`src/rtl/flash_rst_pkg.sv`:
```
package flash_rst_pkg;

  typedef enum logic [1:0] {
    BUS_IDLE  = 2'd0,
    BUS_READ  = 2'd1,
    BUS_WRITE = 2'd2
  } bus_op_e;

  function automatic int cnt_w(input int max_val);
    return (max_val < 1) ? 1 : $clog2(max_val + 1);
  endfunction

  function automatic int max2(input int a, input int b);
    return (a > b) ? a : b;
  endfunction

endpackage

```
`src/rtl/frs_sync.sv`:
```
module frs_sync #(
  parameter int  STAGES  = 2,
  parameter logic RST_VAL = 1'b1
) (
  input  logic clk,
  input  logic rst,
  input  logic d,
  output logic q
);
  logic [STAGES-1:0] chain;

  generate
    if (STAGES == 1) begin : g_one
      always_ff @(posedge clk) begin
        if (rst) chain <= RST_VAL;
        else     chain <= d;
      end
    end else begin : g_many
      always_ff @(posedge clk) begin
        if (rst) chain <= {STAGES{RST_VAL}};
        else     chain <= {chain[STAGES-2:0], d};
      end
    end
  endgenerate

  assign q = chain[STAGES-1];
endmodule

```
`src/rtl/frs_pulse_qual.sv`:
```
module frs_pulse_qual #(
  parameter int T_RP = 8,
  localparam int CW = flash_rst_pkg::cnt_w(T_RP)
) (
  input  logic clk,
  input  logic rst,
  input  logic lvl,
  output logic qual,
  output logic held
);
  logic [CW-1:0] low_cnt;

  assign qual = !lvl && !held && (low_cnt == CW'(T_RP - 1));

  always_ff @(posedge clk) begin
    if (rst) begin
      low_cnt <= '0;
      held    <= 1'b0;
    end else if (lvl) begin
      low_cnt <= '0;
      held    <= 1'b0;
    end else if (!held) begin
      low_cnt <= low_cnt + 1'b1;
      if (qual) held <= 1'b1;
    end
  end
endmodule

```
`src/rtl/frs_countdown.sv`:
```
module frs_countdown #(
  parameter int W = 6
) (
  input  logic         clk,
  input  logic         rst,
  input  logic         load,
  input  logic [W-1:0] load_val,
  output logic         idle_nxt
);
  logic [W-1:0] cnt;
  logic [W-1:0] cnt_nxt;

  always_comb begin
    if (load)            cnt_nxt = load_val;
    else if (cnt != '0)  cnt_nxt = cnt - 1'b1;
    else                 cnt_nxt = '0;
  end

  assign idle_nxt = (cnt_nxt == '0);

  always_ff @(posedge clk) begin
    if (rst) cnt <= '0;
    else     cnt <= cnt_nxt;
  end
endmodule

```
`src/rtl/frs_bus_decode.sv`:
```
module frs_bus_decode
  import flash_rst_pkg::*;
(
  input  logic    ce_n,
  input  logic    oe_n,
  input  logic    we_n,
  output bus_op_e op
);
  always_comb begin
    op = BUS_IDLE;
    if (!ce_n) begin
      if (!oe_n && we_n)      op = BUS_READ;
      else if (oe_n && !we_n) op = BUS_WRITE;
    end
  end
endmodule

```
`src/rtl/flash_rst_seq.sv`:
```
module flash_rst_seq
  import flash_rst_pkg::*;
#(
  parameter int T_RP        = 8,
  parameter int T_RDY_BUSY  = 40,
  parameter int T_RDY_IDLE  = 12,
  parameter int T_RH        = 6,
  parameter int SYNC_STAGES = 2
) (
  input  logic clk,
  input  logic rst,
  input  logic rst_pin_n,
  input  logic ce_n,
  input  logic oe_n,
  input  logic we_n,
  input  logic algo_busy,
  output logic abort_o,
  output logic out_hiz,
  output logic rdy_o,
  output logic read_ok,
  output logic cmd_wr_ok
);
  localparam int IW = cnt_w(max2(T_RDY_BUSY, T_RDY_IDLE));
  localparam int HW = cnt_w(T_RH);

  logic    pin_s;
  logic    qual;
  logic    held;
  logic    int_idle_nxt;
  logic    rh_idle_nxt;
  logic    busy_rst;
  logic    busy_rst_nxt;
  logic    in_rst;
  logic    open_nxt;
  bus_op_e op;

  frs_sync #(.STAGES(SYNC_STAGES), .RST_VAL(1'b1)) u_sync (
    .clk(clk), .rst(rst), .d(rst_pin_n), .q(pin_s)
  );

  frs_pulse_qual #(.T_RP(T_RP)) u_qual (
    .clk(clk), .rst(rst), .lvl(pin_s), .qual(qual), .held(held)
  );

  frs_countdown #(.W(IW)) u_int_tmr (
    .clk(clk), .rst(rst), .load(qual),
    .load_val(algo_busy ? IW'(T_RDY_BUSY) : IW'(T_RDY_IDLE)),
    .idle_nxt(int_idle_nxt)
  );

  frs_countdown #(.W(HW)) u_rh_tmr (
    .clk(clk), .rst(rst), .load(pin_s && held),
    .load_val(HW'(T_RH)),
    .idle_nxt(rh_idle_nxt)
  );

  frs_bus_decode u_dec (.ce_n(ce_n), .oe_n(oe_n), .we_n(we_n), .op(op));

  assign busy_rst_nxt = qual ? algo_busy : (busy_rst && !int_idle_nxt);
  assign in_rst       = qual || held || !int_idle_nxt;
  assign open_nxt     = pin_s && rh_idle_nxt && int_idle_nxt;

  always_ff @(posedge clk) begin
    if (rst) begin
      abort_o   <= 1'b0;
      busy_rst  <= 1'b0;
      rdy_o     <= 1'b1;
      read_ok   <= 1'b1;
      out_hiz   <= 1'b1;
      cmd_wr_ok <= 1'b0;
    end else begin
      abort_o   <= qual;
      busy_rst  <= busy_rst_nxt;
      rdy_o     <= in_rst ? !busy_rst_nxt : !algo_busy;
      read_ok   <= open_nxt;
      out_hiz   <= !(open_nxt && (op == BUS_READ));
      cmd_wr_ok <= open_nxt && (op == BUS_WRITE);
    end
  end
endmodule

```
`config.mk`:
```
export PLATFORM = sky130hd
export DESIGN_NAME = flash_rst_seq
export DESIGN_NICKNAME = d
export VERILOG_FILES = /design/src/rtl/flash_rst_pkg.sv /design/src/rtl/frs_sync.sv /design/src/rtl/frs_pulse_qual.sv /design/src/rtl/frs_countdown.sv /design/src/rtl/frs_bus_decode.sv /design/src/rtl/flash_rst_seq.sv
export SDC_FILE = /design/constraint.sdc
export NUM_CORES = 1
export LEC_CHECK = 0
export BUFFER_PORTS_ARGS = -buffer_cell sky130_fd_sc_hd__buf_2
export CORE_MARGIN = 2
export CORE_UTILIZATION = 45
export CTS_CLUSTER_SIZE = 20
export DETAILED_ROUTE_END_ITERATION = 6
export PLACE_DENSITY = 0.69
export SYNTH_ARGS = -nofsm -noshare
export SYNTH_HDL_FRONTEND = slang
export SYNTH_HIERARCHICAL = 1
export SYNTH_SLANG_ARGS = --single-unit
```
`constraint.sdc`:
```
create_clock -name clk -period 2.9 [get_ports clk]
set_input_delay 0.58 -clock clk [delete_from_list [all_inputs] [get_ports clk]]
set_output_delay 0.58 -clock clk [all_outputs]
set_load 0.01 [all_outputs]
```
==> impl_results.md, run 1 <==
- Status: finished, final reports clean
- DP Wirelength: between 1000 and 1500 µm
- Synth Warn #: 6
- Pint: between 500 and 600 µW
- Number of global-route vias before repair: slightly below 800
- Final hold violations: 0
- CTS clk-pin slew, worst paths: 0.11 ns
- Most common cell after layout, fill and taps aside: dfxtp_1
- Critical path capture point type: register
- Drt pass-1 iters: 4
- Die Span Y: 51.81 µm
- Antenna Violating Nets Remaining: 0
- Layout net count: 150
- XOR/XNOR share of the synthesized area: 0.04258
- Residual DRC: 0
- Die footprint: 0.002684 mm²
- CTS sink cnt: 22
- Critical Path RT: 3.08 ns
- WS Path Type: reg -> reg
- Post-Synth Simple-Gate Area: 0.2981
- Post-Synth Adder-Cell Area: 0.03650
- Final Setup Violations: 0
- Vias per Instance: 4.849
- Synthesized area: between 0.001 and 0.0015 mm²
- I/O Pins: 12
- Detailed-route wire length per cell: approximately 11 µm
- Arrival time at the worst endpoint: around 2.5 ns
- Flops & latches, synth: 22
- CTS Buf Count: 3
- Setup tns final: 0 ns
- Routability Congestion: 0.8517
- CP max stage cell: or4b_1
- Syn Area/Cell: 9.022 µm²
- Initial cell density of the core: 0.4694
- Area grow syn2layout: 15.45%
- Post-synth EDFFs: 0
- Placed Cells: around 160
- Final Skew: ~0.0044 ns
- CTS tree: yes
- Worst stage delay on the critical path: 0.47 ns
- Commonest non-fill, non-tap cells in the layout: 22 x dfxtp_1, 13 x conb_1, 11 x nand2_1, 11 x buf_2, 9 x nor2_1
- # rows: 17
- Reg area: between 400 and 500 µm²
- Ys async rst share: 0
- Critical path, cell by cell: ha_1 -> nand2b_4 -> nor4b_2 -> buf_4 -> inv_1 -> o22a_2 -> nor3_2 -> nand3_2 -> or4b_1
- Sw Ratio: 0.3461
- Logic pwr share: 0.430
- Drt initial violations: 12
- Cells after Synth: 114
- Root buffer cell: clkbuf_4
- Largest net degree at the start of global routing: 19
- Max FO, Critical Path: 16
- Fin area: about 0.0012 mm²
- Die width: slightly above 50 µm
- Compound-Gate Fraction of Synth Area: 0.1472
- Pwr per Cell Area: 762.8 mW/mm²
- Setup Fix Bufs, Post-CTS: 0
- Area taken by multi-input logic gates: 604.3 µm²
- Sequential fraction of design power: 0.423
- H-tree depth: 1
- Ys flop type: dfxtp_1
- CP Launch Type: register
- First-pass GRT wire length: 3118 µm
- Clock share of power: 0.147
- Final max-slew violation count: 0
- Longest Clk Path Bufs: 2
- Cell variety after synth: 43
- RSZ-0062 raised after global routing: no
- # Max-Cap Violations: 0
- Non-Filler Instances: roughly 170
- Layout cells sized above 1: 0.1739
- Core ar.: ~0.0022 mm²
- FMAX: ~0.42 GHz
- Post-synthesis mux area share: 0.009732
- Grt ovf: 0
- Minimum clock period: approximately 2.4 ns
- Leakage: roughly 0.00046 µW
- Post_cts resized: 0
- GRT Overall Usage: 0.1546
- Worst vdd ir: between 400 and 500 µV
- Net Switching: between 300 and 400 µW
- Hold crit path type: reg -> reg
- # hold bufs at CTS: 0
- Main combinational cell family by area after synthesis: simple AND/OR/NAND/NOR gates
- Fillers: about 210
- Final WL: roughly 1800 µm
- Worst-Skew Late Latency: roughly 0.29 ns
- Diodes inserted: 0
- Initial antenna violation count: 0
- Post-synthesis sequential area ratio: 0.4282
- Vias: a little over 800
- Tcrit/Tclk final: 0.8156
- Post-DP Area: ~0.0012 mm²
- Fin util: 0.5420
- Input/output buffers: 11
==> flip-flops by register name, indices dropped and copies added (netlist names) <==
signal and cells:
u_int_tmr/cnt 6, rdy_o 1, u_rh_tmr/cnt 3, u_sync/chain 2, abort_o 1, cmd_wr_ok 1, read_ok 1, u_qual/low_cnt 4
out_hiz 1, busy_rst 1, u_qual/held 1
==> worst max-delay path: cells and delay by family (launching register included) <==
kind | cells | cell delay, ns
buffers and inverters | 2 | 0.30
flip-flops | 1 | 0.39
adder cells (fa/ha/maj) | 1 | 0.23
AND/OR/NAND/NOR | 5 | 1.08
AO/OA/AOI/OAI | 1 | 0.25
==> path summary, 6_finish.rpt <==
check / startpoint / endpoint / slack (ns) / cells after the start
max: u_qual/low_cnt[0] / out_hiz / 0.53 / 9
min reg2reg: u_sync/chain[0] / u_sync/chain[1] / 0.42 / 1
min: u_sync/chain[0] / u_sync/chain[1] / 0.42 / 1
max reg2reg: u_qual/low_cnt[0] / out_hiz / 0.53 / 9
==> power groups by stage <==
stage | logic (µW) | registers, µW | clock network [µW]
final | 389 | 383 | 133
after global routing | 430 | 390 | 145
after CTS | 388 | 384 | 138
after detailed placement | 385 | 390 | 0
after global placement | 381 | 389 | 0
after floorplan | 302 | 389 | 0
==> metrics by stage <==
step	hold slack (ns)	setup slack, ns	power, µW
after floorplan	0.3832	0.3485	690.4
after global placement	0.3880	0.6600	770.5
after detailed placement	0.3937	0.5506	774.9
after CTS	0.4231	0.5267	910.0
after global routing	0.4416	0.3264	965.4
final	0.4190	0.5347	905.8
==> cells by family after synthesis <==
family                   after synthesis
other                                  2
AO/OA/AOI/OAI                         23
XOR/XNOR                               5
adder cells (fa/ha/maj)                3
flip-flops                            22
AND/OR/NAND/NOR                       50
buffers and inverters                  8
multiplexers                           1
==> cell usage after synthesis, types with 2 or more instances <==
| cell | n | area share |
|---|---|---|
| a21oi_1 | 7 | 0.034 |
| conb_1 | 2 | 0.0073 |
| dfxtp_1 | 22 | 0.43 |
| ha_1 | 3 | 0.037 |
| inv_1 | 6 | 0.022 |
| nand2_1 | 11 | 0.040 |
| nand2b_1 | 2 | 0.012 |
| nor2_1 | 9 | 0.033 |
| nor2b_1 | 3 | 0.018 |
| nor3_1 | 2 | 0.0097 |
| nor3b_1 | 3 | 0.022 |
| nor4b_1 | 2 | 0.017 |
| o21ai_0 | 4 | 0.019 |
| o31ai_1 | 2 | 0.015 |
| or2_1 | 3 | 0.018 |
| or3_1 | 3 | 0.018 |
| xnor2_1 | 3 | 0.026 |
| xor2_1 | 2 | 0.017 |
==> routing by layer <==
metal,up-vias,part of all wire,track usage
li1,432,-,-
met5,-,0,0
met1,361,0.47,0.1833
met3,0,0.027,0.03448
met4,0,0,0.03947
met2,12,0.50,0.2799
==> final cells by class <==
class                           instances  area share
Multi-Input combinational cell         95      0.5090
Tap cell                               28     0.02950
Inverter                                6     0.01897
Timing Repair Buffer                   12     0.05269
Sequential cell                        22      0.3709
Clock buffer                            3     0.01897
Note: power is estimated with default switching activity, not from simulation.
==> run 2, diff against run 1 <==
--- a/config.mk
+++ b/config.mk
@@ -5,6 +5,7 @@
 export SDC_FILE = /design/constraint.sdc
 export NUM_CORES = 1
 export LEC_CHECK = 0
+export ABC_AREA = 1
 export BUFFER_PORTS_ARGS = -buffer_cell sky130_fd_sc_hd__buf_2
 export CORE_MARGIN = 2
 export CORE_UTILIZATION = 45
==> constraint.sdc (replaced) <==
create_clock -name clk -period 2.25 [get_ports clk]
set_input_delay 0.45 -clock clk [delete_from_list [all_inputs] [get_ports clk]]
set_output_delay 0.45 -clock clk [all_outputs]
set_load 0.01 [all_outputs]
==> impl_results.md, run 2 <==
- Status: finished, final reports clean
- Commonest non-fill, non-tap cells in the layout: 42 x nand2_1, 28 x inv_1, 27 x nor2_1
- WHS Path Cells: 3 (+2)
- Minimum clock period: 2.010 ns (-0.3550 ns)
- Hold crit path type: in -> reg
- Met3 WL: 67 µm (+40%)
- Synthesized area: 0.001134 mm² (+10%)
- Most common cell after layout, fill and taps aside: nand2_1
- # rows: 18 (+1)
- Min-delay src: rst_pin_n
- Cell variety after synth: 22 (-49%)
- CTS clk-pin slew, worst paths: 0.13 ns (+0.02 ns)
- DP Wirelength: 1537 µm (+12%)
- Final Setup Violations: 0 (unchanged)
- Diodes inserted: 0 (unchanged)
- Final max-slew violation count: 0 (unchanged)
- Final Skew: 0.01131 ns (+0.006925 ns)
- Most numerous cell in the Yosys netlist: nand2_1
- Root buffer cell: clkbuf_4
- Die footprint: 0.002937 mm² (+9.4%)
- CTS sink cnt: 22 (unchanged)
- Routability Congestion: 0.8358 (-1.9%)
- Die width: 54.19 µm (+4.6%)
- Drt pass-1 iters: 4 (unchanged)
- WS Path Type: reg -> reg
- Die Span Y: 54.19 µm (+4.6%)
- Top Registers: u_int_tmr/cnt (6), u_qual/low_cnt (4), u_rh_tmr/cnt (3)
- I/O Pins: 12 (unchanged)
- CTS Buf Count: 3 (unchanged)
- Layout cells sized above 1: 0.1885 (+0.01457)
- Critical Path RT: 2.46 ns (-0.62 ns)
- R2R Setup Slk: 0.24 ns (-0.30 ns)
- Synth top area share: 0.3885 (-0.03970)
- Met2 WL: 878 µm (-2.1%)
- Biggest register: u_int_tmr/cnt
- RR Startpoint: u_qual/low_cnt[1]
- First-pass GRT wire length: 3125 µm (+0.22%)
- Routed length on met1: 922 µm (+10%)
- Final hold violations: 0 (unchanged)
- Cells after Synth: 171 (+50%)
- Vias: 1004 (+25%)
- Worst hold endpoint: u_sync/chain[0]
- Tcrit/Tclk final: 0.8935 (+0.07785)
- FMAX: 0.4974 GHz (+18%)
- Ys async rst share: 0 (unchanged)
- Post-synthesis sequential area ratio: 0.3885 (-0.03970)
- Worst reg2reg path depth: 13 (+4)
- Antenna Violating Nets Remaining: 0 (unchanged)
- Arrival time at the worst endpoint: 2.22 ns (-0.32 ns)
- RR Endpoint: out_hiz
- Drt initial violations: 18 (+6)
- CTS tree: yes
- Hold Worst Slack: 0.3024 ns (-0.1166 ns)
- Setup tns final: 0 ns (unchanged)
- GRT Overall Usage: 0.1465 (-0.008083)
- Pwr per Cell Area: 1058 mW/mm² (+39%)
- Initial antenna violation count: 0 (unchanged)
- Layout net count: 202 (+35%)
- Largest net degree at the start of global routing: 15 (-4)
- Number of global-route vias before repair: 810 (+3.6%)
- Synth area leader: dfxtp_1
- H-tree depth: 1 (unchanged)
- Flops & latches, synth: 22 (unchanged)
- Critical path capture point type: register
- Leakage: 0.0006506 µW (+43%)
- Grt ovf: 0 (unchanged)
- Vias per Instance: 4.543 (-6.3%)
- Post-synth top cells: 42 x nand2_1, 29 x inv_1, 28 x nor2_1, 22 x dfxtp_1, 12 x nand3_1
- Final WL: 1904 µm (+6.9%)
- Fillers: 229 (+10%)
- DR top layer: met4
- Initial cell density of the core: 0.4660 (-0.003397)
- Post-synth EDFFs: 0 (unchanged)
- Longest Clk Path Bufs: 2 (unchanged)
- Max FFs per register: 6 (unchanged)
- Syn Area/Cell: 6.629 µm² (-27%)
- Core ar.: 0.002432 mm² (+11%)
- Max FO, Critical Path: 11 (-5)
- CP Launch Type: register
- Ys flop type: dfxtp_1
- Synth Warn #: 6 (unchanged)
- Ranking of synthesized cells by area: dfxtp_1 39%, nand2_1 14%, inv_1 9.6%
- # Max-Cap Violations: 0 (unchanged)
- Detailed-route wire length per cell: 8.615 µm (-20%)
- Area grow syn2layout: 15.23%
- Worst vdd ir: 833.3 µV (+93%)
- RSZ-0062 raised after global routing: no
- Input/output buffers: 11 (unchanged)
- Worst-Skew Late Latency: 0.31 ns (+0.02 ns)
- Residual DRC: 0 (unchanged)
[run 2: worst max-delay path by stage]
stage | from | to
2_1_floorplan | u_qual/low_cnt[0] | out_hiz
3_3_place_gp | u_qual/low_cnt[0] | out_hiz
3_5_place_dp | u_qual/low_cnt[1] | out_hiz
4_1_cts | u_qual/low_cnt[1] | out_hiz
5_1_grt | u_qual/low_cnt[1] | out_hiz
6_report | u_qual/low_cnt[1] | out_hiz
[run 2: cell families (layout without fill, tap and decap cells)]
group	after synthesis	count (layout)	share of synthesized area
and+or+nand+nor	100	100	0.4062
buffers and inverters	35	50	0.1170
DFF	22	22	0.3885
AOI/OAI and AO/OA	9	9	0.04857
adders and majority gates	3	3	0.03312
other	2	7	0.006625
[run 2: cell type report]
class                      count  area, µm²  area share
multi-input combinational    119      581.8      0.4454
tap                           30      37.54     0.02874
inverter                      34      131.4      0.1006
timing repair buffer          12      62.56     0.04789
clock buffer                   3      22.52     0.01724
sequential                    22      440.4      0.3372
clock inverter                 1      30.03     0.02299
[run 2: what timing repair did]
action                                 in CTS  in global routing
setup buffers                               0                  1
gates resized for setup                     0                  2
setup endpoints to repair                   0                  5
endpoints found under the hold margin       0                  0
hold buffers                                0                  0
[run 2: metal layers]
metal | track usage | vias up
met4 | 0.07500 | 0
met1 | 0.1798 | 439
li1 | - | 544
met5 | 0 | -
met3 | 0.02778 | 4
met2 | 0.2410 | 17
[run 2: stage by stage]
step                      total power, µW  worst slack [ns]  utilization  instances  instance area (µm²)
final                                1382            0.2397       0.5370        221                 1306
after global routing                 1505          0.007855       0.5370        221                 1306
after CTS                            1390           0.07464       0.5314        220                 1292
after detailed placement             1084           0.08349       0.5098        216                 1240
after global placement               1066            0.1354       0.5098        216                 1240
after floorplan                     972.6            0.2803            -        176                 1152
[run 2: power by group]
part	switching, µW	internal (µW)
clock	118	180
combinational	363	226
sequential	45.0	450
[run 2: worst max-delay path: stages (launching register included)]
cell        delay [ns]
dfxtp_1           0.37
ha_1              0.15
inv_1             0.04
nor2_2            0.13
nand3_2           0.12
clkinvlp_4        0.17
nor2_1            0.08
nand2_2           0.07
nand2_1           0.05
nor2_1            0.11
nand3_1           0.10
nor2_2            0.19
nand4_2           0.13
or2_1             0.21
